File: config.mk
export PLATFORM = sky130hd
export DESIGN_NAME = irq_relay
export DESIGN_NICKNAME = d
export VERILOG_FILES = /design/src/rtl/irq_relay_pkg.sv /design/src/rtl/irq_sync.sv /design/src/rtl/irq_mask_timer.sv /design/src/rtl/irq_ack_port.sv /design/src/rtl/irq_relay.sv
export SDC_FILE = /design/constraint.sdc
export NUM_CORES = 1
export LEC_CHECK = 0
export ABC_AREA = 1
export CORE_MARGIN = 3
export CORE_UTILIZATION = 39
export CTS_CLUSTER_SIZE = 30
export DETAILED_ROUTE_END_ITERATION = 8
export PLACE_DENSITY = 0.57
export RECOVER_POWER = 25
export SLEW_MARGIN = 10
export SYNTH_ARGS = -nofsm -noshare
export SYNTH_HDL_FRONTEND = slang
export SYNTH_SLANG_ARGS = --single-unit
File: constraint.sdc
create_clock -name clk -period 2.2 [get_ports clk]
set_clock_uncertainty 0.15 [all_clocks]
set_input_delay 0.33 -clock clk [delete_from_list [all_inputs] [get_ports clk]]
set_output_delay 0.33 -clock clk [all_outputs]
set_load 0.005 [all_outputs]
File: src/rtl/irq_relay_pkg.sv
package irq_relay_pkg;
  localparam int NUM_LINES = 7;
  localparam int LVL_W     = 3;
  localparam int VEC_W     = 8;

  typedef enum logic [1:0] {ST_IDLE, ST_PEND, ST_MASK} irq_state_e;

  // Active-low drive pattern for a level; level 0 drives nothing.
  function automatic logic [NUM_LINES-1:0] line_drive_n(input logic [LVL_W-1:0] lvl);
    logic [NUM_LINES-1:0] pat;
    pat = '1;
    if (lvl != '0) pat[lvl-1] = 1'b0;
    return pat;
  endfunction

  // Mask window length in clock cycles, never below one.
  function automatic int mask_cycles(input longint period_ps, input longint hold_ns);
    longint c;
    c = (hold_ns * 1000) / period_ps;
    if (c < 1) c = 1;
    return int'(c);
  endfunction
endpackage

File: src/rtl/irq_sync.sv
module irq_sync #(
  parameter int STAGES = 2
) (
  input  logic clk,
  input  logic rst_n,
  input  logic async_i,
  output logic level_o,
  output logic rise_o
);
  logic [STAGES-1:0] pipe;
  logic              last_q;

  genvar g;
  generate
    for (g = 0; g < STAGES; g++) begin : g_stage
      always_ff @(posedge clk or negedge rst_n) begin
        if (!rst_n) pipe[g] <= 1'b0;
        else        pipe[g] <= (g == 0) ? async_i : pipe[(g == 0) ? 0 : g-1];
      end
    end
  endgenerate

  always_ff @(posedge clk or negedge rst_n) begin
    if (!rst_n) last_q <= 1'b0;
    else        last_q <= pipe[STAGES-1];
  end

  assign level_o = pipe[STAGES-1];
  assign rise_o  = pipe[STAGES-1] & ~last_q;
endmodule

File: src/rtl/irq_mask_timer.sv
module irq_mask_timer #(
  parameter int CYCLES = 1
) (
  input  logic clk,
  input  logic rst_n,
  input  logic load_i,
  input  logic run_i,
  output logic expired_o
);
  localparam int CW = (CYCLES < 2) ? 1 : $clog2(CYCLES);
  localparam logic [CW-1:0] START = CW'(CYCLES - 1);

  logic [CW-1:0] cnt_q;

  always_ff @(posedge clk or negedge rst_n) begin
    if (!rst_n)                      cnt_q <= '0;
    else if (load_i)                 cnt_q <= START;
    else if (run_i && cnt_q != '0)   cnt_q <= cnt_q - 1'b1;
  end

  assign expired_o = (cnt_q == '0);
endmodule

File: src/rtl/irq_ack_port.sv
module irq_ack_port
  import irq_relay_pkg::*;
(
  input  logic             clk,
  input  logic             rst_n,
  input  logic             hit_i,
  input  logic             strobe_i,
  input  logic             chain_in_i,
  input  logic [VEC_W-1:0] vector_i,
  output logic             claim_o,
  output logic [VEC_W-1:0] vec_o,
  output logic             done_o,
  output logic             chain_out_o
);
  logic             claim_q;
  logic [VEC_W-1:0] vec_q;
  logic             done_q;

  always_ff @(posedge clk or negedge rst_n) begin
    if (!rst_n) begin
      claim_q <= 1'b0;
      vec_q   <= '0;
      done_q  <= 1'b0;
    end else begin
      done_q <= 1'b0;
      if (hit_i) begin
        claim_q <= 1'b1;
        vec_q   <= vector_i;
        done_q  <= 1'b1;
      end else if (!strobe_i) begin
        claim_q <= 1'b0;
        vec_q   <= '0;
      end
    end
  end

  assign claim_o     = claim_q;
  assign vec_o       = vec_q;
  assign done_o      = done_q;
  assign chain_out_o = strobe_i & chain_in_i & ~hit_i & ~claim_q;
endmodule

File: src/rtl/irq_relay.sv
module irq_relay
  import irq_relay_pkg::*;
#(
  parameter int CLK_PERIOD_PS = 4000,
  parameter int MASK_NS       = 1000000,
  parameter int SYNC_STAGES   = 2
) (
  input  logic                 clk,
  input  logic                 rst_n,
  input  logic                 src_irq_i,
  input  logic [LVL_W-1:0]     level_i,
  input  logic [VEC_W-1:0]     vector_i,
  input  logic                 ack_strobe_i,
  input  logic [LVL_W-1:0]     ack_level_i,
  input  logic                 chain_in_i,
  output logic [NUM_LINES-1:0] irq_n_o,
  output logic [VEC_W-1:0]     vec_data_o,
  output logic                 ack_done_o,
  output logic                 chain_out_o
);
  localparam int MASK_CYC = mask_cycles(longint'(CLK_PERIOD_PS), longint'(MASK_NS));

  irq_state_e       state_q;
  logic [LVL_W-1:0] line_q;
  logic             src_lvl, src_rise;
  logic             claimed, hit, expired;

  irq_sync #(.STAGES(SYNC_STAGES)) u_sync (
    .clk(clk), .rst_n(rst_n), .async_i(src_irq_i),
    .level_o(src_lvl), .rise_o(src_rise)
  );

  // A claim: pending, token present, level matches, not already claimed.
  assign hit = (state_q == ST_PEND) && ack_strobe_i && chain_in_i &&
               (ack_level_i == line_q) && !claimed;

  irq_mask_timer #(.CYCLES(MASK_CYC)) u_timer (
    .clk(clk), .rst_n(rst_n), .load_i(hit),
    .run_i(state_q == ST_MASK), .expired_o(expired)
  );

  irq_ack_port u_ack (
    .clk(clk), .rst_n(rst_n), .hit_i(hit), .strobe_i(ack_strobe_i),
    .chain_in_i(chain_in_i), .vector_i(vector_i), .claim_o(claimed),
    .vec_o(vec_data_o), .done_o(ack_done_o), .chain_out_o(chain_out_o)
  );

  always_ff @(posedge clk or negedge rst_n) begin
    if (!rst_n) begin
      state_q <= ST_IDLE;
      line_q  <= '0;
    end else begin
      unique case (state_q)
        ST_IDLE: begin
          if (src_rise && level_i != '0) begin
            state_q <= ST_PEND;
            line_q  <= level_i;
          end
        end
        ST_PEND: begin
          if (hit)                    state_q <= ST_MASK;
          else if (level_i != line_q) state_q <= ST_IDLE;
        end
        ST_MASK: begin
          if (!src_lvl) state_q <= ST_IDLE;
          else if (expired) begin
            if (level_i != '0) begin
              state_q <= ST_PEND;
              line_q  <= level_i;
            end else begin
              state_q <= ST_IDLE;
            end
          end
        end
        default: state_q <= ST_IDLE;
      endcase
    end
  end

  assign irq_n_o = (state_q == ST_PEND) ? line_drive_n(line_q) : '1;
endmodule

# Word level (Yosys, flattened, before mapping)
# Index checks and enable logic that the tools add are counted.
# Widths: inputs -> output; s select.
# totals
regBits,36
input_bits,19
output_inout_bits,17
elab_cells,72
# op_classes
addsub,2
order_cmp,2
eq_ne,11
muxes,23
n_bitwise,8
n_reduce_logical,17
# op_table
op,count
$mux 18,2
$ge 32x1->1 const B,1
$lt 32x4->1 const B,1
$logic_not 18->1,1
$reduce_bool 18->1,1
$sub 18x1->18 const B,1
$mux 8,2
$mux 7,2
$mux 3,4
$mux 2,5
$ne 2x2->1 const B,4
$logic_and 1x1->1,7
$not 7->7,1
$pmux 2 s3,1
$pmux 3 s2,1
$reduce_bool 3->1,2
$mux 1,5
$reduce_and 5->1,1
$and 1x1->1,4
$reduce_bool 2->1,2
$sub 3x1->4 const B,1
$demux 1 s3,1
$eq 3x3->1,1
$ne 3x1->1 const B,1
other kinds (9),11

# Depth between registers and ports, before layout
# depth
ltp_word,8
mapped_depth,10
depth_no_buf,9

# By module
# Synthesis repeated with hierarchy kept, for this count alone.
# hier_totals
hier_cells,330
area_unflattened_um2,2304.7
# modules_own_cells
module,n_inst,cells_each,area_per_inst_um2,seq_area_each_um2
irq_mask_timer,1,199,1290.0,450.4
irq_relay,1,83,498.0,125.1
irq_ack_port,1,43,431.7,250.2
irq_sync,1,5,85.1,75.1

# Least setup slack after synthesis
# Ideal clock, no wire load.
# synth_timing
path_kind,register to register
start,register u_timer.cnt_q[0]
end,register line_q[0]
setup_ps,117
arrival_time_ps,1447
required_ps,1933
setup_slack_ps,486
path_stages_with_launch,11
path_buffers,1
synth_period_minus_slack_ps,1714
cell_sequence,dfrtp_1 > inv_1 > ha_1 > nand2_4 > nor2_4 > nand3_4 > nand2_4 > buf_8 > nand2_1 > nand2_1 > nand2_1
# synth_between
elab_chain_cells,3
# synth_rtl
item,line,rtl
from (decl),irq_mask_timer.sv:13,logic [CW-1:0] cnt_q;
from (signal assigned),irq_mask_timer.sv:18,else if (run_i && cnt_q != '0) cnt_q <= cnt_q - 1'b1;
$logic_not 18->1,irq_mask_timer.sv:21,assign expired_o = (cnt_q == '0);
$ne 2x2->1 (no line),--,
$reduce_and 5->1 (no line),--,
to (signal assigned),irq_relay.sv:57,line_q <= level_i;
to (signal assigned),irq_relay.sv:69,line_q <= level_i;
to (decl),irq_relay.sv:24,logic [LVL_W-1:0] line_q;
# No other way between the ends.
# A chain may end at the register's enable or synchronous reset.

# Final worst setup path
# layout_timing
start,register line_q[0]
end,output irq_n_o[5]
# layout_between
elab_chain_cells,8
word_cells_on_any_way,10
classes_between,1 x add/sub; 2 x order compare; 4 x mux; 1 x bitwise; 2 x reduce/logical
# layout_rtl
item,line,rtl
$sub 3x1->4,irq_relay_pkg.sv:12,if (lvl != '0) pat[lvl-1] = 1'b0;
$ge 32x1->1 (implied by the code) / $lt 32x4->1 (equally long branches),irq_relay_pkg.sv:12,
$logic_and 1x1->1 (implied by the code),irq_relay_pkg.sv:12,
$mux 1 (implied by the code),irq_relay_pkg.sv:12,
$demux 1 s3,irq_relay_pkg.sv:12,
$not 7->7 (no line),--,
$mux 7 (*),irq_relay_pkg.sv:12,
$mux 7 (*),irq_relay.sv:80,assign irq_n_o = (state_q == ST_PEND) ? line_drive_n(line_q) : '1;
to (decl),irq_relay.sv:16,"output logic [NUM_LINES-1:0] irq_n_o,"
# Every way passes the cells marked *; elsewhere a longest branch is shown, timed or not.

==> impl_metrics.tcl <==
set metrics [dict create \
    antenna_found_initial 0 \
    yosysTopAreaCell "dfrtp_1" \
    rsz0062_at_grt "false" \
    clkTransAtPathRegs_ps 80 \
    row_count 26 \
    grt_pass1_wl_microns 9440 \
    ant_nets 0 \
    die_height_microns 81.4 \
    hold_ws_ps 203 \
    cp-start-kind "register" \
    cts_sinks 36 \
    fillers 518 \
    vias_per_cell 4.77 \
    routed_wl_microns 5260 \
    drive_above_1_share 0.165 \
    critical_path.cell_chain "inv_2 > ha_2 > xnor2_2 > buf_4 > nor2_2 > nand2_1 > dlygate4sd2_1" \
    power.density_mw_per_mm2 785 \
    synthTopCellsByArea "dfrtp_1 (41%), nand2_1 (17%), nand3_1 (11%)" \
    stdcell_area_sq_mm 0.00288 \
    p_leak_nw 1.50 \
    synth-main-ff-cell "dfrtp_1" \
    core_area_sq_mm 0.00530 \
    p_sw_uw 874 \
    ios 36 \
    insertion_delay_ps 290 \
    cp_slowest_stage_delay_ps 360 \
    worstMarginPinSlew_ps 1290 \
    syn-instance-count 304 \
    cp.arrival_ps 1620 \
    crit_buf_inv 3 \
    place_hpwl_microns 3960 \
    initial_core_util 0.418 \
    worstSetupPathType "reg -> out" \
    p_seq_frac 0.396 \
    async_reset_ff_frac 1.00 \
    grt_max_degree 25 \
    p_int_mw 1.38 \
    syn_area_per_cell_sq_um 7.30 \
    worstReg2RegEnd "u_timer.cnt_q[17]" \
    cts_buffer_depth 2 \
    hold_violations 0 \
    synth_cell_types 28 \
    gr-total-overflow 0 \
    clock.fmax_mhz 476 \
    slew_viol_final 0 \
    syn_area_sq_mm 0.00222 \
    critical-path-top-delay-family "buffers and inverters" \
    synth_top_area_share 0.406 \
    post-route-util 0.542 \
    hp-start "u_sync.pipe[0]" \
    end_kind "output pin" \
    antenna_cells 0 \
    cts_hold_buf 0 \
    layout_commonest_cell "nand2_1" \
    die_w_microns 81.4 \
    r2r_start "u_timer.cnt_q[0]" \
    p_comb_frac 0.384 \
    crit_slowest_cell "dfrtp_1" \
    p_sw_frac 0.387 \
    postSynthNetCount 326 \
    hold_class "reg -> reg" \
    synthToLayoutAreaGrowth_pct 29.6 \
    fin_nets 384 \
    grtUsageTotal 0.183 \
    place_area_sq_mm 0.00273 \
    cts_max_level 2 \
    vias 2065 \
    peakVddDrop_v 0.000542 \
    port_buffers 35 \
    r2r_cells 10 \
    numCtsBuffers 5 \
    grt_pass1_vias 2086 \
    place_congestion 0.834 \
    relSlewSlack 0.138 \
    min_path_cells 0 \
    min_to "u_sync.level_o" \
    synth-seq-area-share 0.406 \
    crit_required_ps 1720 \
    drt-wirelength-per-cell_microns 12.1 \
    dr.pass1.iters 4 \
    p_clk_frac 0.220 \
    yosysWarnings 0 \
    dieArea_sq_mm 0.00663 \
    drv_cap 0 \
    layout_common_cells "nand2_1 (100), nand3_1 (49), dfrtp_1 (36)" \
    synth_edf_count 0 \
    tritoncts "yes" \
    ff2ff_setup_slack_ps 250 \
    post-route-period-util 0.954 \
    drt-initial-drc-count 105 \
    drc_errors 0 \
    status "complete, no violations" \
    ys_ff_latch 36 \
    finalCriticalPeriod_ps 2100 \
    crit_path_max_fanout 4 \
    finalSetupViolCount 0 \
    cts-root-buf "clkbuf_8" \
]
-- worst max path at each step --
stage / start / endpoint / cells past startpoint
6_report: line_q[0] / irq_n_o[5] / 7
3_3_place_gp: ack_level_i[2] / chain_out_o / 7
3_5_place_dp: ack_level_i[2] / chain_out_o / 7
5_1_grt: line_q[1] / irq_n_o[1] / 7
2_1_floorplan: u_timer.cnt_q[0] / line_q[0] / 10
4_1_cts: state_q[1] / chain_out_o / 9
-- cells by family after synthesis --
group | synth area share
compound gates | 0.0186
flops | 0.406
fa+ha+maj | 0.0169
buf+inv | 0.0891
xor+xnor | 0.0355
simple gates | 0.434
-- timing repair --
item,in CTS,in global routing
resized for setup,14,3
pin swaps,0,1
setup endpoints to repair,7,3
setup buffers,4,1
-- layer usage --
metal | up-vias | wire length [microns] | global-route usage
met5 | - | 0 | 0
met4 | 0 | 47 | 0.0456
met3 | 7 | 163 | 0.0351
met2 | 34 | 2480 | 0.301
met1 | 943 | 2570 | 0.248
li1 | 1081 | - | -
-- power by group through the flow --
stage	logic (mW)	registers, mW	clock network [mW]
final	0.866	0.893	0.496
after global routing	0.998	0.918	0.534
after CTS	0.841	0.893	0.510
after detailed placement	0.801	0.903	0
after global placement	0.792	0.905	0
after floorplan	0.584	0.876	0
-- cell usage after synthesis (3+ instances only) --
| cell type | count |
|---|---|
| buf_2 | 4 |
| buf_4 | 3 |
| dfrtp_1 | 36 |
| ha_1 | 3 |
| inv_1 | 29 |
| inv_2 | 3 |
| nand2_1 | 100 |
| nand3_1 | 49 |
| nand3_2 | 6 |
| nand3b_1 | 3 |
| nand4_1 | 4 |
| nor2_1 | 33 |
| or2_2 | 3 |
| xnor2_1 | 4 |
| xor2_1 | 5 |
-- layout make-up --
class	count	area, sq um	share of cell area
clock buffer	5	68.8	0.0239
clock inverter	3	23.8	0.00827
inverter	32	120	0.0418
multi-input combinational	227	1150	0.399
sequential	36	901	0.313
tap	70	87.6	0.0305
timing repair buffer	60	526	0.183
-- flip-flops by register name (all words and copies together) (netlist names) --
name / cells
u_sync.pipe: 1
u_sync.last_q: 1
u_ack.done_o: 1
u_ack.claim_o: 1
u_sync.level_o: 1
u_ack.vec_o: 8
u_timer.cnt_q: 18
state_q: 2
line_q: 3
-- metrics by stage --
step,cells,power [mW],setup TNS [ps],setup slack (ps)
after floorplan,304,1.46,0,486
after global placement,420,1.70,-123,-106
after detailed placement,420,1.70,-111,-111
after CTS,432,2.24,0,102
after global routing,433,2.45,0,10.1
final,433,2.26,0,100
(Power assumes the default switching activity.)
